$ cat config.mk
export PLATFORM = sky130hd
export DESIGN_NAME = pdma_pair
export DESIGN_NICKNAME = d
export VERILOG_FILES = /design/src/rtl/pdma_pkg.sv /design/src/rtl/pdma_chan.sv /design/src/rtl/pdma_regs.sv /design/src/rtl/pdma_arb.sv /design/src/rtl/pdma_pair.sv
export SDC_FILE = /design/constraint.sdc
export NUM_CORES = 1
export LEC_CHECK = 0
export BUFFER_PORTS_ARGS = -buffer_cell sky130_fd_sc_hd__buf_2
export CAP_MARGIN = 30
export CORE_UTILIZATION = 58
export CTS_BUF_LIST = sky130_fd_sc_hd__clkbuf_8 sky130_fd_sc_hd__clkbuf_16
export CTS_CLUSTER_DIAMETER = 50
export DETAILED_ROUTE_END_ITERATION = 8
export GPL_TIMING_DRIVEN = 0
export PLACE_DENSITY = 0.9
export SLEW_MARGIN = 20
export SYNTH_ARGS = -nofsm -noshare
export SYNTH_HDL_FRONTEND = slang
export SYNTH_HIERARCHICAL = 1
export SYNTH_SLANG_ARGS = --single-unit
export TNS_END_PERCENT = 20
$ cat constraint.sdc
create_clock -name clk -period 4.1 [get_ports clk]
set_input_delay 0.82 -clock clk [delete_from_list [all_inputs] [get_ports clk]]
set_output_delay 0.82 -clock clk [all_outputs]
set_load 0.01 [all_outputs]
$ cat src/rtl/pdma_pkg.sv
// Shared constants and helpers for the paired peripheral DMA block.
// Assumes exactly two channels: index 0 receive, index 1 transmit.
package pdma_pkg;

    typedef enum logic {
        CH_RX = 1'b0,
        CH_TX = 1'b1
    } chan_e;

    localparam int NUM_CH       = 2;
    localparam int SLOTS_PER_CH = 4;
    localparam int SLOT_PTR     = 0;
    localparam int SLOT_CNT     = 1;
    localparam int SLOT_NPTR    = 2;
    localparam int SLOT_NCNT    = 3;
    localparam int SLOT_CTRL    = NUM_CH * SLOTS_PER_CH;
    localparam int SLOT_STAT    = SLOT_CTRL + 1;
    localparam int NUM_SLOTS    = SLOT_STAT + 1;

    // Byte step for one item: code 0 -> 1, code 1 -> 2, otherwise 4.
    function automatic logic [2:0] item_step(input logic [1:0] code);
        case (code)
            2'd0:    item_step = 3'd1;
            2'd1:    item_step = 3'd2;
            default: item_step = 3'd4;
        endcase
    endfunction

endpackage

$ cat src/rtl/pdma_chan.sv
// One DMA direction: current and next pointer/count, strobe acceptance,
// pointer advance and automatic chaining to the next buffer.
// Assumes the arbiter raises done only while it serves this channel and
// that software does not rewrite the current pointer while a move is active.
module pdma_chan
    import pdma_pkg::*;
#(
    parameter int PTR_W = 32,
    parameter int CNT_W = 16
) (
    input  logic                    clk,
    input  logic                    rst_n,
    input  logic                    en,
    input  logic                    strobe,
    input  logic                    busy,
    input  logic                    done,
    input  logic [1:0]              item_size,
    input  logic [SLOTS_PER_CH-1:0] wr_slot,
    input  logic [PTR_W-1:0]        wdata,
    output logic [PTR_W-1:0]        cur_ptr,
    output logic [CNT_W-1:0]        cur_cnt,
    output logic [PTR_W-1:0]        nxt_ptr,
    output logic [CNT_W-1:0]        nxt_cnt,
    output logic                    pend,
    output logic                    accept,
    output logic                    flag_end,
    output logic                    flag_buf
);

    logic             last_item;
    logic             chain_done;
    logic             idle_chain;
    logic [PTR_W-1:0] step_ptr;

    assign last_item  = done && (cur_cnt == CNT_W'(1));
    assign chain_done = last_item && (nxt_cnt != '0);
    assign idle_chain = !done && (cur_cnt == '0) && (nxt_cnt != '0);
    assign step_ptr   = cur_ptr + PTR_W'(item_step(item_size));
    assign accept     = strobe && en && (cur_cnt != '0) && !pend;
    assign flag_end   = (cur_cnt == '0);
    assign flag_buf   = (cur_cnt == '0) && (nxt_cnt == '0);

    // Pending move: set on an accepted strobe, cleared on completion or disable.
    always_ff @(posedge clk) begin
        if (!rst_n)            pend <= 1'b0;
        else if (done)         pend <= 1'b0;
        else if (accept)       pend <= 1'b1;
        else if (!en && !busy) pend <= 1'b0;
    end

    // Current pointer: software write, chain load or item advance.
    always_ff @(posedge clk) begin
        if (!rst_n)                         cur_ptr <= '0;
        else if (wr_slot[SLOT_PTR])         cur_ptr <= wdata;
        else if (chain_done || idle_chain)  cur_ptr <= nxt_ptr;
        else if (done)                      cur_ptr <= step_ptr;
    end

    // Current count: software write, chain load or decrement.
    always_ff @(posedge clk) begin
        if (!rst_n)                         cur_cnt <= '0;
        else if (wr_slot[SLOT_CNT])         cur_cnt <= wdata[CNT_W-1:0];
        else if (chain_done || idle_chain)  cur_cnt <= nxt_cnt;
        else if (done)                      cur_cnt <= cur_cnt - CNT_W'(1);
    end

    // Next pointer: written by software only.
    always_ff @(posedge clk) begin
        if (!rst_n)                  nxt_ptr <= '0;
        else if (wr_slot[SLOT_NPTR]) nxt_ptr <= wdata;
    end

    // Next count: written by software, cleared once it has been chained.
    always_ff @(posedge clk) begin
        if (!rst_n)                         nxt_count_reset();
        else if (wr_slot[SLOT_NCNT])        nxt_cnt <= wdata[CNT_W-1:0];
        else if (chain_done || idle_chain)  nxt_cnt <= '0;
    end

    task automatic nxt_count_reset();
        nxt_cnt <= '0;
    endtask


    cnt_step_chk: assert property (@(posedge clk) disable iff (!rst_n)
        (done && !chain_done && (wr_slot == '0))
        |=> (cur_cnt == $past(cur_cnt) - CNT_W'(1)));


    chain_load_chk: assert property (@(posedge clk) disable iff (!rst_n)
        (done && (cur_cnt == CNT_W'(1)) && (nxt_cnt != '0) && (wr_slot == '0))
        |=> ((cur_ptr == $past(nxt_ptr)) && (cur_cnt == $past(nxt_cnt)) && (nxt_cnt == '0)));


    idle_drop_chk: assert property (@(posedge clk) disable iff (!rst_n)
        (!en && !pend) |=> !pend);


    no_empty_move_chk: assert property (@(posedge clk) disable iff (!rst_n)
        done |-> (cur_cnt != '0));

endmodule

$ cat src/rtl/pdma_regs.sv
// Software register window: address decode, write strobes per channel
// register, the enable control register and the combinational read mux.
// Assumes word-aligned accesses; unmatched addresses read zero.
module pdma_regs
    import pdma_pkg::*;
#(
    parameter int          ADDR_W   = 12,
    parameter int          DATA_W   = 32,
    parameter int          PTR_W    = 32,
    parameter int          CNT_W    = 16,
    parameter logic [31:0] WIN_BASE = 32'h100
) (
    input  logic                                   clk,
    input  logic                                   rst_n,
    input  logic                                   reg_sel,
    input  logic                                   reg_we,
    input  logic [ADDR_W-1:0]                      reg_addr,
    input  logic [NUM_CH-1:0]                      ctrl_wdata,
    output logic [DATA_W-1:0]                      reg_rdata,
    input  logic [NUM_CH-1:0][PTR_W-1:0]           ch_ptr,
    input  logic [NUM_CH-1:0][CNT_W-1:0]           ch_cnt,
    input  logic [NUM_CH-1:0][PTR_W-1:0]           ch_nptr,
    input  logic [NUM_CH-1:0][CNT_W-1:0]           ch_ncnt,
    input  logic [NUM_CH-1:0]                      ch_end,
    input  logic [NUM_CH-1:0]                      ch_buf,
    output logic [NUM_CH-1:0]                      ch_en,
    output logic [NUM_CH-1:0][SLOTS_PER_CH-1:0]    wr_slot
);

    logic [NUM_SLOTS-1:0] slot_hit;

    // One address comparator per register slot.
    for (genvar s = 0; s < NUM_SLOTS; s++) begin : g_hit
        assign slot_hit[s] = reg_sel && (reg_addr == ADDR_W'(WIN_BASE + 32'(4 * s)));
    end

    // Per-channel write strobes.
    for (genvar c = 0; c < NUM_CH; c++) begin : g_wr
        for (genvar k = 0; k < SLOTS_PER_CH; k++) begin : g_slot
            assign wr_slot[c][k] = reg_we && slot_hit[c * SLOTS_PER_CH + k];
        end
    end

    // Control register holding the channel enables.
    always_ff @(posedge clk) begin
        if (!rst_n)                          ch_en <= '0;
        else if (reg_we && slot_hit[SLOT_CTRL]) ch_en <= ctrl_wdata;
    end

    // Read mux over all slots.
    always_comb begin
        reg_rdata = '0;
        for (int c = 0; c < NUM_CH; c++) begin
            if (slot_hit[c * SLOTS_PER_CH + SLOT_PTR])  reg_rdata = DATA_W'(ch_ptr[c]);
            if (slot_hit[c * SLOTS_PER_CH + SLOT_CNT])  reg_rdata = DATA_W'(ch_cnt[c]);
            if (slot_hit[c * SLOTS_PER_CH + SLOT_NPTR]) reg_rdata = DATA_W'(ch_nptr[c]);
            if (slot_hit[c * SLOTS_PER_CH + SLOT_NCNT]) reg_rdata = DATA_W'(ch_ncnt[c]);
        end
        if (slot_hit[SLOT_CTRL]) reg_rdata = DATA_W'(ch_en);
        if (slot_hit[SLOT_STAT]) reg_rdata = DATA_W'({ch_buf, ch_end});
    end


    one_slot_chk: assert property (@(posedge clk) disable iff (!rst_n)
        $onehot0(slot_hit));

endmodule

$ cat src/rtl/pdma_arb.sv
// Memory port sequencer: picks one pending channel (receive first), holds
// the request until granted, then reports completion to that channel.
// Assumes mem_gnt is only raised while mem_req is high.
module pdma_arb
    import pdma_pkg::*;
(
    input  logic              clk,
    input  logic              rst_n,
    input  logic [NUM_CH-1:0] pend,
    input  logic              mem_gnt,
    output logic              mem_req,
    output chan_e             sel,
    output logic [NUM_CH-1:0] done,
    output logic [NUM_CH-1:0] busy_ch
);

    logic busy_q;

    assign mem_req = busy_q;

    for (genvar c = 0; c < NUM_CH; c++) begin : g_stat
        assign busy_ch[c] = busy_q && (sel == chan_e'(c));
        assign done[c]    = busy_ch[c] && mem_gnt;
    end

    // Start a move when idle, finish it on the grant.
    always_ff @(posedge clk) begin
        if (!rst_n) begin
            busy_q <= 1'b0;
            sel    <= CH_RX;
        end else if (!busy_q) begin
            if (pend[CH_RX]) begin
                busy_q <= 1'b1;
                sel    <= CH_RX;
            end else if (pend[CH_TX]) begin
                busy_q <= 1'b1;
                sel    <= CH_TX;
            end
        end else if (mem_gnt) begin
            busy_q <= 1'b0;
        end
    end


    rx_first_chk: assert property (@(posedge clk) disable iff (!rst_n)
        (!mem_req && pend[CH_RX] && pend[CH_TX]) |=> (mem_req && (sel == CH_RX)));


    hold_req_chk: assert property (@(posedge clk) disable iff (!rst_n)
        (mem_req && !mem_gnt) |=> (mem_req && $stable(sel)));


    gap_after_gnt_chk: assert property (@(posedge clk) disable iff (!rst_n)
        mem_gnt |=> !mem_req);

endmodule

$ cat src/rtl/pdma_pair.sv
// Top of the paired peripheral DMA block: one receive and one transmit
// channel sharing a single-word memory port and a register window.
// Assumes the peripheral holds rx_data stable for the strobe cycle and
// that the memory returns read data together with mem_gnt.
module pdma_pair
    import pdma_pkg::*;
#(
    parameter int          ADDR_W   = 12,
    parameter int          DATA_W   = 32,
    parameter int          PTR_W    = 32,
    parameter int          CNT_W    = 16,
    parameter logic [31:0] WIN_BASE = 32'h100
) (
    input  logic              clk,
    input  logic              rst_n,
    input  logic              reg_sel,
    input  logic              reg_we,
    input  logic [ADDR_W-1:0] reg_addr,
    input  logic [DATA_W-1:0] reg_wdata,
    output logic [DATA_W-1:0] reg_rdata,
    input  logic [1:0]        item_size,
    input  logic              rx_ready,
    input  logic [DATA_W-1:0] rx_data,
    output logic              rx_ack,
    input  logic              tx_ready,
    output logic [DATA_W-1:0] tx_data,
    output logic              tx_load,
    output logic              mem_req,
    output logic              mem_we,
    output logic [PTR_W-1:0]  mem_addr,
    output logic [DATA_W-1:0] mem_wdata,
    input  logic [DATA_W-1:0] mem_rdata,
    input  logic              mem_gnt,
    output logic              irq_rx_end,
    output logic              irq_rx_full,
    output logic              irq_tx_end,
    output logic              irq_tx_empty
);

    logic [NUM_CH-1:0][PTR_W-1:0]        ch_ptr;
    logic [NUM_CH-1:0][PTR_W-1:0]        ch_nptr;
    logic [NUM_CH-1:0][CNT_W-1:0]        ch_cnt;
    logic [NUM_CH-1:0][CNT_W-1:0]        ch_ncnt;
    logic [NUM_CH-1:0][SLOTS_PER_CH-1:0] wr_slot;
    logic [NUM_CH-1:0]                   ch_en;
    logic [NUM_CH-1:0]                   ch_end;
    logic [NUM_CH-1:0]                   ch_buf;
    logic [NUM_CH-1:0]                   ch_pend;
    logic [NUM_CH-1:0]                   ch_accept;
    logic [NUM_CH-1:0]                   ch_done;
    logic [NUM_CH-1:0]                   ch_busy;
    logic [NUM_CH-1:0]                   strobe;
    chan_e                               arb_sel;
    logic [DATA_W-1:0]                   rx_hold;

    assign strobe = {tx_ready, rx_ready};

    pdma_regs #(
        .ADDR_W(ADDR_W), .DATA_W(DATA_W), .PTR_W(PTR_W),
        .CNT_W(CNT_W), .WIN_BASE(WIN_BASE)
    ) u_regs (
        .clk(clk), .rst_n(rst_n),
        .reg_sel(reg_sel), .reg_we(reg_we), .reg_addr(reg_addr),
        .ctrl_wdata(reg_wdata[NUM_CH-1:0]), .reg_rdata(reg_rdata),
        .ch_ptr(ch_ptr), .ch_cnt(ch_cnt), .ch_nptr(ch_nptr), .ch_ncnt(ch_ncnt),
        .ch_end(ch_end), .ch_buf(ch_buf), .ch_en(ch_en), .wr_slot(wr_slot)
    );

    for (genvar c = 0; c < NUM_CH; c++) begin : g_ch
        pdma_chan #(.PTR_W(PTR_W), .CNT_W(CNT_W)) u_ch (
            .clk(clk), .rst_n(rst_n),
            .en(ch_en[c]), .strobe(strobe[c]),
            .busy(ch_busy[c]), .done(ch_done[c]),
            .item_size(item_size), .wr_slot(wr_slot[c]),
            .wdata(reg_wdata[PTR_W-1:0]),
            .cur_ptr(ch_ptr[c]), .cur_cnt(ch_cnt[c]),
            .nxt_ptr(ch_nptr[c]), .nxt_cnt(ch_ncnt[c]),
            .pend(ch_pend[c]), .accept(ch_accept[c]),
            .flag_end(ch_end[c]), .flag_buf(ch_buf[c])
        );
    end

    pdma_arb u_arb (
        .clk(clk), .rst_n(rst_n),
        .pend(ch_pend), .mem_gnt(mem_gnt),
        .mem_req(mem_req), .sel(arb_sel),
        .done(ch_done), .busy_ch(ch_busy)
    );

    assign mem_addr  = ch_ptr[arb_sel];
    assign mem_we    = mem_req && (arb_sel == CH_RX);
    assign mem_wdata = rx_hold;

    assign irq_rx_end   = ch_end[CH_RX] && ch_en[CH_RX];
    assign irq_rx_full  = ch_buf[CH_RX] && ch_en[CH_RX];
    assign irq_tx_end   = ch_end[CH_TX] && ch_en[CH_TX];
    assign irq_tx_empty = ch_buf[CH_TX] && ch_en[CH_TX];

    // Capture the received word when the receive channel accepts a strobe.
    always_ff @(posedge clk) begin
        if (!rst_n)                 rx_hold <= '0;
        else if (ch_accept[CH_RX])  rx_hold <= rx_data;
    end

    // Completion pulses and the transmit data register.
    always_ff @(posedge clk) begin
        if (!rst_n) begin
            rx_ack  <= 1'b0;
            tx_load <= 1'b0;
            tx_data <= '0;
        end else begin
            rx_ack  <= ch_done[CH_RX];
            tx_load <= ch_done[CH_TX];
            if (ch_done[CH_TX]) tx_data <= mem_rdata;
        end
    end


    addr_hold_chk: assert property (@(posedge clk) disable iff (!rst_n)
        (mem_req && !mem_gnt) |=> $stable(mem_addr));


    ack_after_gnt_chk: assert property (@(posedge clk) disable iff (!rst_n)
        rx_ack |-> $past(mem_gnt && mem_we));

endmodule

Word level (Yosys, flattened, before mapping). Index checks and enable logic that the tools add are counted.

Output and inout port bits: 136. Bits of input ports: 117. Bits in registers: 264. Logic and storage cells: 153.

$lt $le $gt $ge: 1. Eq/ne operators: 13. Bitwise logic cells: 3. Add/sub/neg operators: 4. Muxes and demuxes: 39. Reductions and logical operators: 76.

Operators by type and width (count): 32-bit two-way mux (18); 16-bit two-way mux (10); 12-bit by 9-bit equality test with 1-bit output, second input constant (10); 32-bit by 3-bit adder with 32-bit output (2); 16-bit logical NOT (4); 16-bit nonzero test (4); 1-bit logical AND (45); 16-bit by 1-bit equality test with 1-bit output, second input constant (2); 16-bit by 1-bit subtractor with 16-bit output, second input constant (2); 3-bit nonzero test (4); 1-bit two-way mux (10); 2-bit nonzero test (5); 1-bit logical NOT (8); 3-bit one-hot mux with 2 select lines (1); 2-bit OR reduction (2); 1-bit inverter (3); 2-bit by 1-bit equality test with 1-bit output, second input constant (1); 2-bit logical NOT (1); 1-bit logical OR (2); 1-bit by 2-bit < comparator with 1-bit output, second input constant (1); 2-bit AND reduction (1).

Depth between registers and ports, before layout.
Depth in word-level cells: 12. Mapped depth: 11. Mapped depth without buffers: 9.

Modules after synthesis. Netlist, hierarchy kept.

By module, submodules not included: pdma_chan (instances 2, seq. area each 1941.9 um^2, cells each 691, area each 5566.6 um^2); pdma_pair (instances 1, seq. area each 1321.3 um^2, cells each 252, area each 3091.7 um^2); pdma_regs (instances 1, seq. area each 40.0 um^2, cells each 247, area each 2008.2 um^2); pdma_arb (instances 1, seq. area each 40.0 um^2, cells each 11, area each 100.1 um^2).

Least setup slack after synthesis. No wires, ideal clock.

Path type: input -> register. From: input reg_addr[9]. To: register g_ch[0].u_ch.cur_ptr[30]. Stages: 10. Library setup time: 117 ps. Slack: 605 ps. Arrival time: 3378 ps. Cell sequence: or4b_4 buf_6 nor4_4 buf_2 and2_1 clkbuf_1 clkbuf_1 clkbuf_1 o21ai_0 a22o_1.

RTL lines: start, declared (line pdma_pair.sv:18) `input logic [ADDR_W-1:0] reg_addr,`; end signal, assigned (line pdma_chan.sv:54) `else if (wr_slot[SLOT_PTR]) cur_ptr <= wdata;`; end signal, assigned (line pdma_chan.sv:55) `else if (chain_done || idle_chain) cur_ptr <= nxt_ptr;`; end signal, assigned (line pdma_chan.sv:56) `else if (done) cur_ptr <= step_ptr;`; end, declared (line pdma_chan.sv:20) `output logic [PTR_W-1:0] cur_ptr,`.

==> flow_summary_export.csv <==
group,metric,value,unit
status,status,"finished clean",
setup_path,crit_buf_inv,6,
global_route,antenna_found_initial,2,
place,hpwl,50900,µm
clocking,path_clk_slew,0.06,ns
place,pre_cts_ws,-0.459,ns
setup_path,crit_fanout,10,
power,finalPower,6.15,mW
timing,relSlewSlack,0.297,
timing,fin_setup_tns,0,ns
timing,fin_skew,0.0109,ns
synthesis,syn_avg_cell_area,8.64,µm²
timing,fin_crit,4.09,ns
clocking,cts_tree,"built",
synthesis,netlist_instances,1891,
clocking,cts.sinks,264,
setup_path,cp_slowest_cell,"buf_1",
global_route,grt_pass1_vias,16409,
global_route,grt_use_total,0.465,
timing,setup_viol,0,
layout,layout_commonest_cell,"buf_2",
clocking,cts_htree_levels,2,
timing,fmax,244,MHz
setup_path,crit_family,"buffers and inverters",
setup_path,worst_ep_arrival_time,4.49,ns
routing,drtPass1Iterations,6,
global_route,grt_max_degree,14,
setup_path,crit_required,4.50,ns
timing,hold_ws,0.492,ns
synthesis,synth_warnings,6,
die,pin_count,253,
layout,nFillCells,2271,
clocking,clkLatencyLatePin,0.52,ns
clocking,cts_buffers,35,
clocking,cts.path.max_buffers,3,
die,core_area,27700,µm²
timing,hold_violations,0,
routing,num_vias,17769,
routing,via_per_inst,6.88,
setup_path,crit_chain,"buf_2 > or4b_4 > buf_6 > nor4_4 > nor2b_1 > buf_4 > buf_6 > and2_1 > clkbuf_1 > buf_1 > mux2i_1 > nor2b_1",
setup_path,worstSetupEndpointType,"flip-flop",
layout,n_antenna_cell,0,
flow_run,max_cap_viol_count,0,
die,fp-row-count,61,
routing,wl,69500,µm
power,peakVddDrop,0.323,mV
layout,drive_above_1_share,0.222,
place,io_buffers,252,
synthesis,synth.net_count,2022,
layout,nets,2312,
setup_path,slowest_delay,0.73,ns
die,initial_core_util,0.589,
timing,fin_crit_sh,0.998,
power,total_leakage_power,7.31,nW
setup_path,critPathKind,"input port to flip-flop",
clocking,cts-root-buf,"clkbuf_16",
routing,drc,0,
global_route,grt_pass1_wl,100000,µm
die,die-width,170,µm
timing,rsz0062_at_grt,"yes",
timing,finalWorstSetupSlack,0.00966,ns
layout,area_delta_synth_final,18.4,%
routing,post_drt_wl_per_cell,26.9,µm
global_route,grt_overflow_total,0,
die,fp.dieArea,28800,µm²
power,powerDensity,318,nW/µm²
die,die_h,170,µm
synthesis,netlist_area,16300,µm²
timing,drv_slew,0,
setup_path,cp-start-kind,"input port",
routing,drtIter0Drc,3001,
routing,ant_nets,0,
place,routabilityCongestion,1.03,
min_path,hold_class,"flip-flop to flip-flop",
timing,tightest_slew,1.05,ns
layout,layout_common_cells,"buf_2 (280), dfxtp_1 (264), nor2b_1 (140)",
==> routing by layer <==
| metal | routed length, µm | track usage | part of all wire | vias to the layer above |
|---|---|---|---|---|
| li1 | - | - | - | 7588 |
| met1 | 25100 | 0.600 | 0.36 | 8267 |
| met2 | 29200 | 0.690 | 0.42 | 1583 |
| met3 | 10400 | 0.118 | 0.15 | 331 |
| met4 | 4790 | 0.293 | 0.069 | 0 |
| met5 | 0 | 0 | 0 | - |
==> final cells by class <==
| cell class | count | area [µm²] | share of cell area |
|---|---|---|---|
| Clock inverter | 17 | 215 | 0.0111 |
| Inverter | 27 | 101 | 0.00524 |
| Sequential cell | 264 | 5290 | 0.273 |
| Clock buffer | 45 | 1020 | 0.0530 |
| Buffer | 155 | 888 | 0.0460 |
| Tap cell | 378 | 473 | 0.0245 |
| Timing Repair Buffer | 253 | 1270 | 0.0656 |
| Multi-Input combinational cell | 1445 | 10100 | 0.521 |
==> where the power goes <==
| group | total (mW) | internal (mW) | switching, mW |
|---|---|---|---|
| logic | 0.337 | 0.113 | 0.224 |
| clock network | 3.24 | 2.02 | 1.22 |
| registers | 2.57 | 2.57 | 0.00173 |
==> final timing paths <==
path / start / to / slack [ns] / cells past startpoint
hold reg to reg: g_ch[1].u_ch/pend$_SDFFE_PP0P_ / g_ch[1].u_ch/pend$_SDFFE_PP0P_ / 0.49 / 2
setup / recovery: reg_addr[9] / g_ch[1].u_ch/nxt_ptr[20]$_SDFFE_PN0P_ / 0.01 / 12
setup reg to reg: u_arb/mem_req$_SDFF_PN0_ / g_ch[0].u_ch/cur_ptr[16]$_SDFFE_PN0P_ / 0.29 / 9
hold / removal: g_ch[1].u_ch/pend$_SDFFE_PP0P_ / g_ch[1].u_ch/pend$_SDFFE_PP0P_ / 0.49 / 2
==> registers in the layout, summed over array words and instances (netlist names) <==
register / flops
g_ch.u_ch/nxt_ptr: 64
u_arb/sel: 1
g_ch.u_ch/cur_cnt: 32
u_arb/mem_req: 1
rx_ack: 1
g_ch.u_ch/cur_ptr: 64
g_ch.u_ch/pend: 2
tx_data: 32
mem_wdata: 32
u_regs/ch_en: 2
g_ch.u_ch/nxt_cnt: 32
tx_load: 1
==> timing repair <==
item | 4_1_cts | 5_1_grt
resized for setup | 0 | 5
hold buffers | 0 | 0
buffers inserted | 0 | 1
setup endpoints to repair | 0 | 22
==> worst register-to-register path, cell delays in order (launching register included) <==
cell	delay [ns]
dfxtp_1	0.49
nand2_1	0.12
nor2_1	0.76
mux2_2	0.44
nand4_1	0.12
buf_2	0.31
clkbuf_1	0.83
o21ai_0	0.24
a211oi_1	0.29
nor3_1	0.08
==> through the flow <==
stage	cells	instance area (µm²)	utilization
global route	2584	19300	0.698
global placement	2521	18100	0.652
finish	2584	19300	0.698
detailed placement	2521	18100	0.652
floorplan	1891	16300	-
CTS	2583	19300	0.697
Power figures use the tool's default switching activity.
